$ cat src/rtl/dmdiv_pkg.sv
// Shared definitions for the dual-modulus divider.
// Assumes: all fields share one width; phase is a single bit.
package dmdiv_pkg;

    // Default width of the divisor and repeat fields
    parameter int unsigned DMD_FIELD_W = 12;

    // Which divisor the current output period uses
    typedef enum logic {
        PH_FIRST  = 1'b0,
        PH_SECOND = 1'b1
    } dmd_phase_e;

endpackage

$ cat src/rtl/dmdiv_cfg_shadow.sv
// Shadow copy of the mode bit and the four fields.
// The copy follows the inputs during reset and otherwise loads only
// when load_i is high, which the top drives at a sequence boundary.
// Assumes: load_i is a one-cycle strobe from the sequencer.
module dmdiv_cfg_shadow #(
    parameter int unsigned FIELD_W = dmdiv_pkg::DMD_FIELD_W
) (
    input  logic               clk,
    input  logic               rst_n,
    input  logic               load_i,
    input  logic               dual_i,
    input  logic [FIELD_W-1:0] na_i,
    input  logic [FIELD_W-1:0] nb_i,
    input  logic [FIELD_W-1:0] ma_i,
    input  logic [FIELD_W-1:0] mb_i,
    output logic               dual_o,
    output logic [FIELD_W-1:0] na_o,
    output logic [FIELD_W-1:0] nb_o,
    output logic [FIELD_W-1:0] ma_o,
    output logic [FIELD_W-1:0] mb_o
);

    // Capture the configuration in reset or at a boundary
    always_ff @(posedge clk) begin
        if (!rst_n || load_i) begin
            dual_o <= dual_i;
            na_o   <= na_i;
            nb_o   <= nb_i;
            ma_o   <= ma_i;
            mb_o   <= mb_i;
        end
    end

endmodule

$ cat src/rtl/dmdiv_period_ctr.sv
// Counts input cycles within one output period and forms the waveform.
// The output is high for the first floor(N/2) cycles of the period,
// or all the time when N is 1. running_o goes high on the first clock
// after reset, and cycle 0 of the first period starts at that point.
// Assumes: n_m1_i changes only when the counter goes back to cycle 0.
module dmdiv_period_ctr #(
    parameter int unsigned FIELD_W = dmdiv_pkg::DMD_FIELD_W
) (
    input  logic               clk,
    input  logic               rst_n,
    input  logic [FIELD_W-1:0] n_m1_i,
    output logic               running_o,
    output logic               period_end_o,
    output logic               wave_o
);

    localparam int unsigned SUM_W = FIELD_W + 1;

    logic [FIELD_W-1:0] cyc_q;
    logic [SUM_W-1:0]   n_full;
    logic [FIELD_W-1:0] half_n;
    logic               n_is_one;

    // Divisor value and half of it, rounded down
    always_comb begin
        n_full   = {1'b0, n_m1_i} + SUM_W'(1);
        half_n   = n_full[SUM_W-1:1];
        n_is_one = (n_m1_i == '0);
    end

    // End of period flag
    assign period_end_o = running_o && (cyc_q == n_m1_i);

    // Start-up flag and cycle counter within the period
    always_ff @(posedge clk) begin
        if (!rst_n) begin
            running_o <= 1'b0;
            cyc_q     <= '0;
        end else if (!running_o) begin
            running_o <= 1'b1;
        end else if (period_end_o) begin
            cyc_q <= '0;
        end else begin
            cyc_q <= cyc_q + FIELD_W'(1);
        end
    end

    // Waveform: high during the first half, held high for a divisor of 1
    assign wave_o = running_o && (n_is_one || (cyc_q < half_n));

    // the cycle counter never passes the current divisor
    p_cyc_range_r1: assert property (@(posedge clk) disable iff (!rst_n)
        running_o |-> (cyc_q <= n_m1_i));

    // a rising edge of the waveform only occurs at cycle 0 of a period
    p_rise_at_start_r5: assert property (@(posedge clk) disable iff (!rst_n)
        (running_o && $rose(wave_o)) |-> (cyc_q == '0));

endmodule

$ cat src/rtl/dmdiv_phase_seq.sv
// Counts periods within a phase and switches between the two divisors.
// In dual mode each phase lasts its own repeat count of periods. In
// single mode the phase stays at the first divisor.
// seq_end_o marks the last cycle of a whole sequence, or of a period in
// single mode.
// Assumes: dual_i, ma_i and mb_i change only when seq_end_o is high.
module dmdiv_phase_seq #(
    parameter int unsigned FIELD_W = dmdiv_pkg::DMD_FIELD_W
) (
    input  logic                   clk,
    input  logic                   rst_n,
    input  logic                   period_end_i,
    input  logic                   dual_i,
    input  logic [FIELD_W-1:0]     ma_i,
    input  logic [FIELD_W-1:0]     mb_i,
    output dmdiv_pkg::dmd_phase_e  phase_o,
    output logic                   seq_end_o
);

    import dmdiv_pkg::*;

    logic [FIELD_W-1:0] rep_q;
    logic [FIELD_W-1:0] rep_lim;
    logic               phase_last;

    // Repeat limit of the current phase
    always_comb begin
        rep_lim    = (phase_o == PH_SECOND) ? mb_i : ma_i;
        phase_last = (rep_q == rep_lim);
    end

    // A sequence ends after the last period of the second phase
    assign seq_end_o = period_end_i &&
                       (!dual_i || ((phase_o == PH_SECOND) && phase_last));

    // Period counter and phase selection
    always_ff @(posedge clk) begin
        if (!rst_n) begin
            rep_q   <= '0;
            phase_o <= PH_FIRST;
        end else if (period_end_i) begin
            if (!dual_i) begin
                rep_q   <= '0;
                phase_o <= PH_FIRST;
            end else if (phase_last) begin
                rep_q   <= '0;
                phase_o <= (phase_o == PH_FIRST) ? PH_SECOND : PH_FIRST;
            end else begin
                rep_q <= rep_q + FIELD_W'(1);
            end
        end
    end

    // the period count stays within the limit of its phase
    p_rep_range_r3: assert property (@(posedge clk) disable iff (!rst_n)
        rep_q <= rep_lim);

    // single mode never leaves the first divisor
    p_single_first_r2: assert property (@(posedge clk) disable iff (!rst_n)
        !dual_i |-> (phase_o == PH_FIRST));

endmodule

$ cat src/rtl/dualmod_clkdiv.sv
// Dual-modulus alternating clock divider, top level.
// The shadow configuration feeds the sequencer and the period counter.
// The sequencer picks the divisor for each period. The shadow copy
// reloads from the ports at every sequence boundary.
// Assumes: one clock domain; the output is used as a clock enable or is
// retimed downstream.
module dualmod_clkdiv #(
    parameter int unsigned FIELD_W = dmdiv_pkg::DMD_FIELD_W
) (
    input  logic               clk,
    input  logic               rst_n,
    input  logic               blend_en,
    input  logic [FIELD_W-1:0] ratio_a_m1,
    input  logic [FIELD_W-1:0] ratio_b_m1,
    input  logic [FIELD_W-1:0] repeat_a_m1,
    input  logic [FIELD_W-1:0] repeat_b_m1,
    output logic               div_out
);

    import dmdiv_pkg::*;

    logic               act_dual;
    logic [FIELD_W-1:0] act_na;
    logic [FIELD_W-1:0] act_nb;
    logic [FIELD_W-1:0] act_ma;
    logic [FIELD_W-1:0] act_mb;
    logic [FIELD_W-1:0] n_cur;
    logic               running;
    logic               period_end;
    logic               seq_end;
    dmd_phase_e         phase;

    // Shadow configuration, reloaded at sequence boundaries
    dmdiv_cfg_shadow #(.FIELD_W(FIELD_W)) cfg_i (
        .clk    (clk),
        .rst_n  (rst_n),
        .load_i (seq_end),
        .dual_i (blend_en),
        .na_i   (ratio_a_m1),
        .nb_i   (ratio_b_m1),
        .ma_i   (repeat_a_m1),
        .mb_i   (repeat_b_m1),
        .dual_o (act_dual),
        .na_o   (act_na),
        .nb_o   (act_nb),
        .ma_o   (act_ma),
        .mb_o   (act_mb)
    );

    // Divisor of the current period
    assign n_cur = (act_dual && (phase == PH_SECOND)) ? act_nb : act_na;

    // Input-cycle counter and waveform
    dmdiv_period_ctr #(.FIELD_W(FIELD_W)) per_i (
        .clk          (clk),
        .rst_n        (rst_n),
        .n_m1_i       (n_cur),
        .running_o    (running),
        .period_end_o (period_end),
        .wave_o       (div_out)
    );

    // Phase and repeat sequencing
    dmdiv_phase_seq #(.FIELD_W(FIELD_W)) seq_i (
        .clk          (clk),
        .rst_n        (rst_n),
        .period_end_i (period_end),
        .dual_i       (act_dual),
        .ma_i         (act_ma),
        .mb_i         (act_mb),
        .phase_o      (phase),
        .seq_end_o    (seq_end)
    );

    // the shadow configuration holds outside a sequence boundary
    p_cfg_hold_r6: assert property (@(posedge clk) disable iff (!rst_n)
        ($past(rst_n) && !$past(seq_end)) |->
        ($stable(act_dual) && $stable(act_na) && $stable(act_nb) &&
         $stable(act_ma) && $stable(act_mb)));

    // the phase changes only at the end of a period
    p_phase_at_end_r3: assert property (@(posedge clk) disable iff (!rst_n)
        ($past(rst_n) && (phase != $past(phase))) |-> $past(period_end));

    // the first cycle after reset is the start of a period
    p_start_low_r7: assert property (@(posedge clk) disable iff (!rst_n)
        !running |-> !div_out);

endmodule

$ cat config.mk
export PLATFORM = sky130hd
export DESIGN_NAME = dualmod_clkdiv
export DESIGN_NICKNAME = d
export VERILOG_FILES = /design/src/rtl/dmdiv_pkg.sv /design/src/rtl/dmdiv_cfg_shadow.sv /design/src/rtl/dmdiv_period_ctr.sv /design/src/rtl/dmdiv_phase_seq.sv /design/src/rtl/dualmod_clkdiv.sv
export SDC_FILE = /design/constraint.sdc
export NUM_CORES = 1
export LEC_CHECK = 0
export BUFFER_PORTS_ARGS = -buffer_cell sky130_fd_sc_hd__buf_2
export CAP_MARGIN = 20
export CELL_PAD_IN_SITES_DETAIL_PLACEMENT = 1
export CELL_PAD_IN_SITES_GLOBAL_PLACEMENT = 1
export CORE_MARGIN = 5
export CORE_UTILIZATION = 46
export CTS_BUF_LIST = sky130_fd_sc_hd__clkbuf_16
export DETAILED_ROUTE_END_ITERATION = 6
export PLACE_DENSITY_LB_ADDON = 0.1
export SKIP_CTS_REPAIR_TIMING = 1
export SLEW_MARGIN = 20
export SYNTH_ARGS = -nofsm -noshare
export SYNTH_HDL_FRONTEND = slang
export SYNTH_SLANG_ARGS = --single-unit
$ cat constraint.sdc
create_clock -name clk -period 7.9 [get_ports clk]
set_input_delay 0.79 -clock clk [delete_from_list [all_inputs] [get_ports clk]]
set_output_delay 0.79 -clock clk [all_outputs]
set_load 0.05 [all_outputs]
==> impl_metrics.yaml <==
clock_network:
  clockRootBuffer: "clkbuf_16"
  cts_htree_levels: 3
  cts_buffers: 9
  cts_tree: "done"
  clock_path_buffers: 2
  clk_pin_slew_ns: 0.06
  clk-insertion-delay-late_ns: 0.33
  cts_sinks: 75
sta:
  finalHoldViolations: 0
  min_period_over_period: 0.631
  relSlewSlack: 0.304
  finalSetupViolCount: 0
  fmax_ghz: 0.201
  worst_pin_slew_ns: 1.04
  post-route-min-period_ns: 4.98
  maxSlewViolCount: 0
  rsz0062_at_grt: "false"
  skew_ns: 0.00658
  final.setup.tns_ns: 0
finish:
  final_common_cell: "buf_2"
  final_cell_mix: "buf_2, edfxtp_1, nand2_1"
  diodes: 0
  postLayoutCellArea_um2: 4630
  area_growth_pct: 15.6
  final_net_count: 492
  drive_gt1_frac: 0.179
yosys:
  synth-async-reset-ratio: 0
  synth_fa_ha_area_frac: 0.0437
  synth_seq_cells: 75
  synthCells: 377
  synth_nets: 442
  ys_types: 54
  synth_edf_count: 49
  synth-simple-area-share: 0.173
  synth_compound_area_frac: 0.109
  synth.area.top_cells: "edfxtp_1, dfxtp_1, xnor2_1, ha_1, nand2_1"
  syn_area_per_cell_um2: 10.6
  synth_mux_area_frac: 0.0497
  ys_seq_area_frac: 0.497
  ys.flop_type: "edfxtp_1"
  synth_xor_area_frac: 0.0962
  yosysTopAreaCell: "edfxtp_1"
  syn_area_um2: 4010
  yosysWarnings: 0
  synth_top_family_by_area: "simple AND/OR/NAND/NOR gates"
  synth_top_area_frac: 0.367
detailed_routing:
  vias_per_cell: 5.68
  ant_nets: 0
  dr.pass1.iters: 4
  drtIter0Drc: 128
  wl_per_cell_um: 19.0
  vias: 3061
  finalWirelength_um: 10200
  drc: 0
worst_setup_path:
  cp_slowest_cell: "dfxtp_1"
  max_stage_delay_ns: 0.86
  reg2reg_to: "cfg_i.nb_o[6]"
  cpMostUsedCell: "nand2_1"
  cp-end-kind: "primary output"
  path_class: "flip-flop to primary output"
  cp_cell_sequence: "nand2_1 -> nand2_1 -> nand2_1 -> ha_1 -> and3_1 -> nand2_1 -> xor2_1 -> nor2_1 -> a21oi_1 -> ha_1 -> a21o_1 -> a21o_1 -> a21oi_1 -> o21ai_0 -> nand4_1 -> a22o_1 -> buf_2"
  rr_worst_depth: 8
  r2r_slack_ns: 3.27
  cp-start-kind: "flip-flop"
  cp_top_family: "simple AND/OR/NAND/NOR gates"
  worstPathMaxFanout: 17
  worst-endpoint-arrival_ns: 4.19
  critical_path_required_ns: 7.11
  path_buf_inv: 1
  regToRegStartpoint: "seq_i.phase_o"
placement:
  dpl.hpwl_um: 7680
  placed_area_um2: 4340
  io_buffer_count: 51
  gp_congestion: 0.923
floorplan:
  die_w_um: 103
  dieArea_um2: 10700
  die_h_um: 103
  rows: 34
  initial_core_util: 0.466
  coreArea_um2: 8590
  boundaryPins: 52
global_routing:
  grt_max_degree: 50
  overflow: 0
  grt_antenna_before_repair: 0
  grt_pass1_wl_um: 16700
  grt_pass1_vias: 3188
  grt.total_usage: 0.209
power:
  irDropWorstVdd_mv: 0.115
  cellLeakagePower_uw: 0.00168
  switching_power_uw: 215
  clkPwrFrac: 0.446
  power.internal_uw: 706
  swShare: 0.233
  cellPowerDensity_nw_per_um2: 199
  seqPwrFrac: 0.490
  combPwrFrac: 0.064
status:
  status: "complete, no violations"
min_path:
  hold_end: "seq_i.rep_q[1]"
  holdCritPathClass: "flip-flop to flip-flop"
  hold_depth: 2
  min_from: "seq_i.rep_q[1]"
flow_run:
  maxCapViolCount: 0
-- final cells by class --
cell class	instances	area (µm²)
Tap cell	108	135
Fill cell	943	3960
Multi-Input combinational cell	276	1900
Timing Repair Buffer	52	263
Clock inverter	6	66.3
Inverter	13	48.8
Clock buffer	9	225
Sequential cell	75	1990
-- stage by stage --
step	cells	setup slack (ns)	util	hold slack [ns]	power (µW)
2_1_floorplan	377	1.70	-	0.473	490
3_3_place_gp	524	3.38	0.505	0.515	516
3_5_place_dp	524	3.24	0.505	0.528	519
4_1_cts	539	2.87	0.539	0.537	933
5_1_grt	539	2.51	0.539	0.571	960
6_report	539	2.92	0.539	0.539	921
-- cell usage after synthesis (8+ instances only) --
cell      instances
a21oi_1          11
dfxtp_1          26
edfxtp_1         49
ha_1             14
inv_1            13
mux2i_1          16
nand2_1          44
nand3_1          18
nor2_1           22
nor4_1           15
xnor2_1          36
xor2_1            8
-- tightest hold or removal path, cell delays in order (launching register included) --
cell,delay [ns]
dfxtp_1,0.37
nand2_1,0.08
a21oi_1,0.05
-- state kept, by name (all words and copies together), names as in the netlist --
signal           cells
seq_i.phase_o        1
cfg_i.ma_o          12
cfg_i.mb_o          12
per_i.running_o      1
per_i.cyc_q         12
cfg_i.dual_o         1
cfg_i.na_o          12
cfg_i.nb_o          12
seq_i.rep_q         12
-- how the worst max path moves through the flow --
stage,slack (ns),from,endpoint,cells after the start
final,2.92,seq_i.phase_o,div_out,17
after global placement,3.38,seq_i.phase_o,div_out,17
after CTS,2.87,seq_i.phase_o,div_out,17
after global routing,2.51,seq_i.phase_o,div_out,13
after detailed placement,3.24,seq_i.phase_o,div_out,17
after floorplan,1.70,cfg_i.dual_o,cfg_i.dual_o,9
-- cell families (layout without fill, tap and decap cells) --
group / Yosys count / count (layout)
and+or+nand+nor: 139 / 139
DFF: 75 / 75
AOI/OAI and AO/OA: 60 / 60
xor gates and xnor gates: 44 / 44
buffers and inverters: 26 / 80
muxes: 19 / 19
adders and majority gates: 14 / 14
-- metal layers --
layer | vias to the layer above | track usage | wire [µm]
li1 | 1487 | - | -
met2 | 79 | 0.317 | 4590
met1 | 1481 | 0.293 | 4940
met4 | 0 | 0.0757 | 175
met3 | 14 | 0.0476 | 515
met5 | - | 0 | 0
-- power groups by stage --
stage / combinational [µW] / clock [µW] / sequential [µW]
2_1_floorplan: 36.9 / 0 / 453
3_3_place_gp: 57.4 / 0 / 459
3_5_place_dp: 59.3 / 0 / 459
4_1_cts: 59.8 / 422 / 451
6_report: 59.0 / 411 / 451
5_1_grt: 65.5 / 442 / 453
Power figures use the tool's default switching activity.
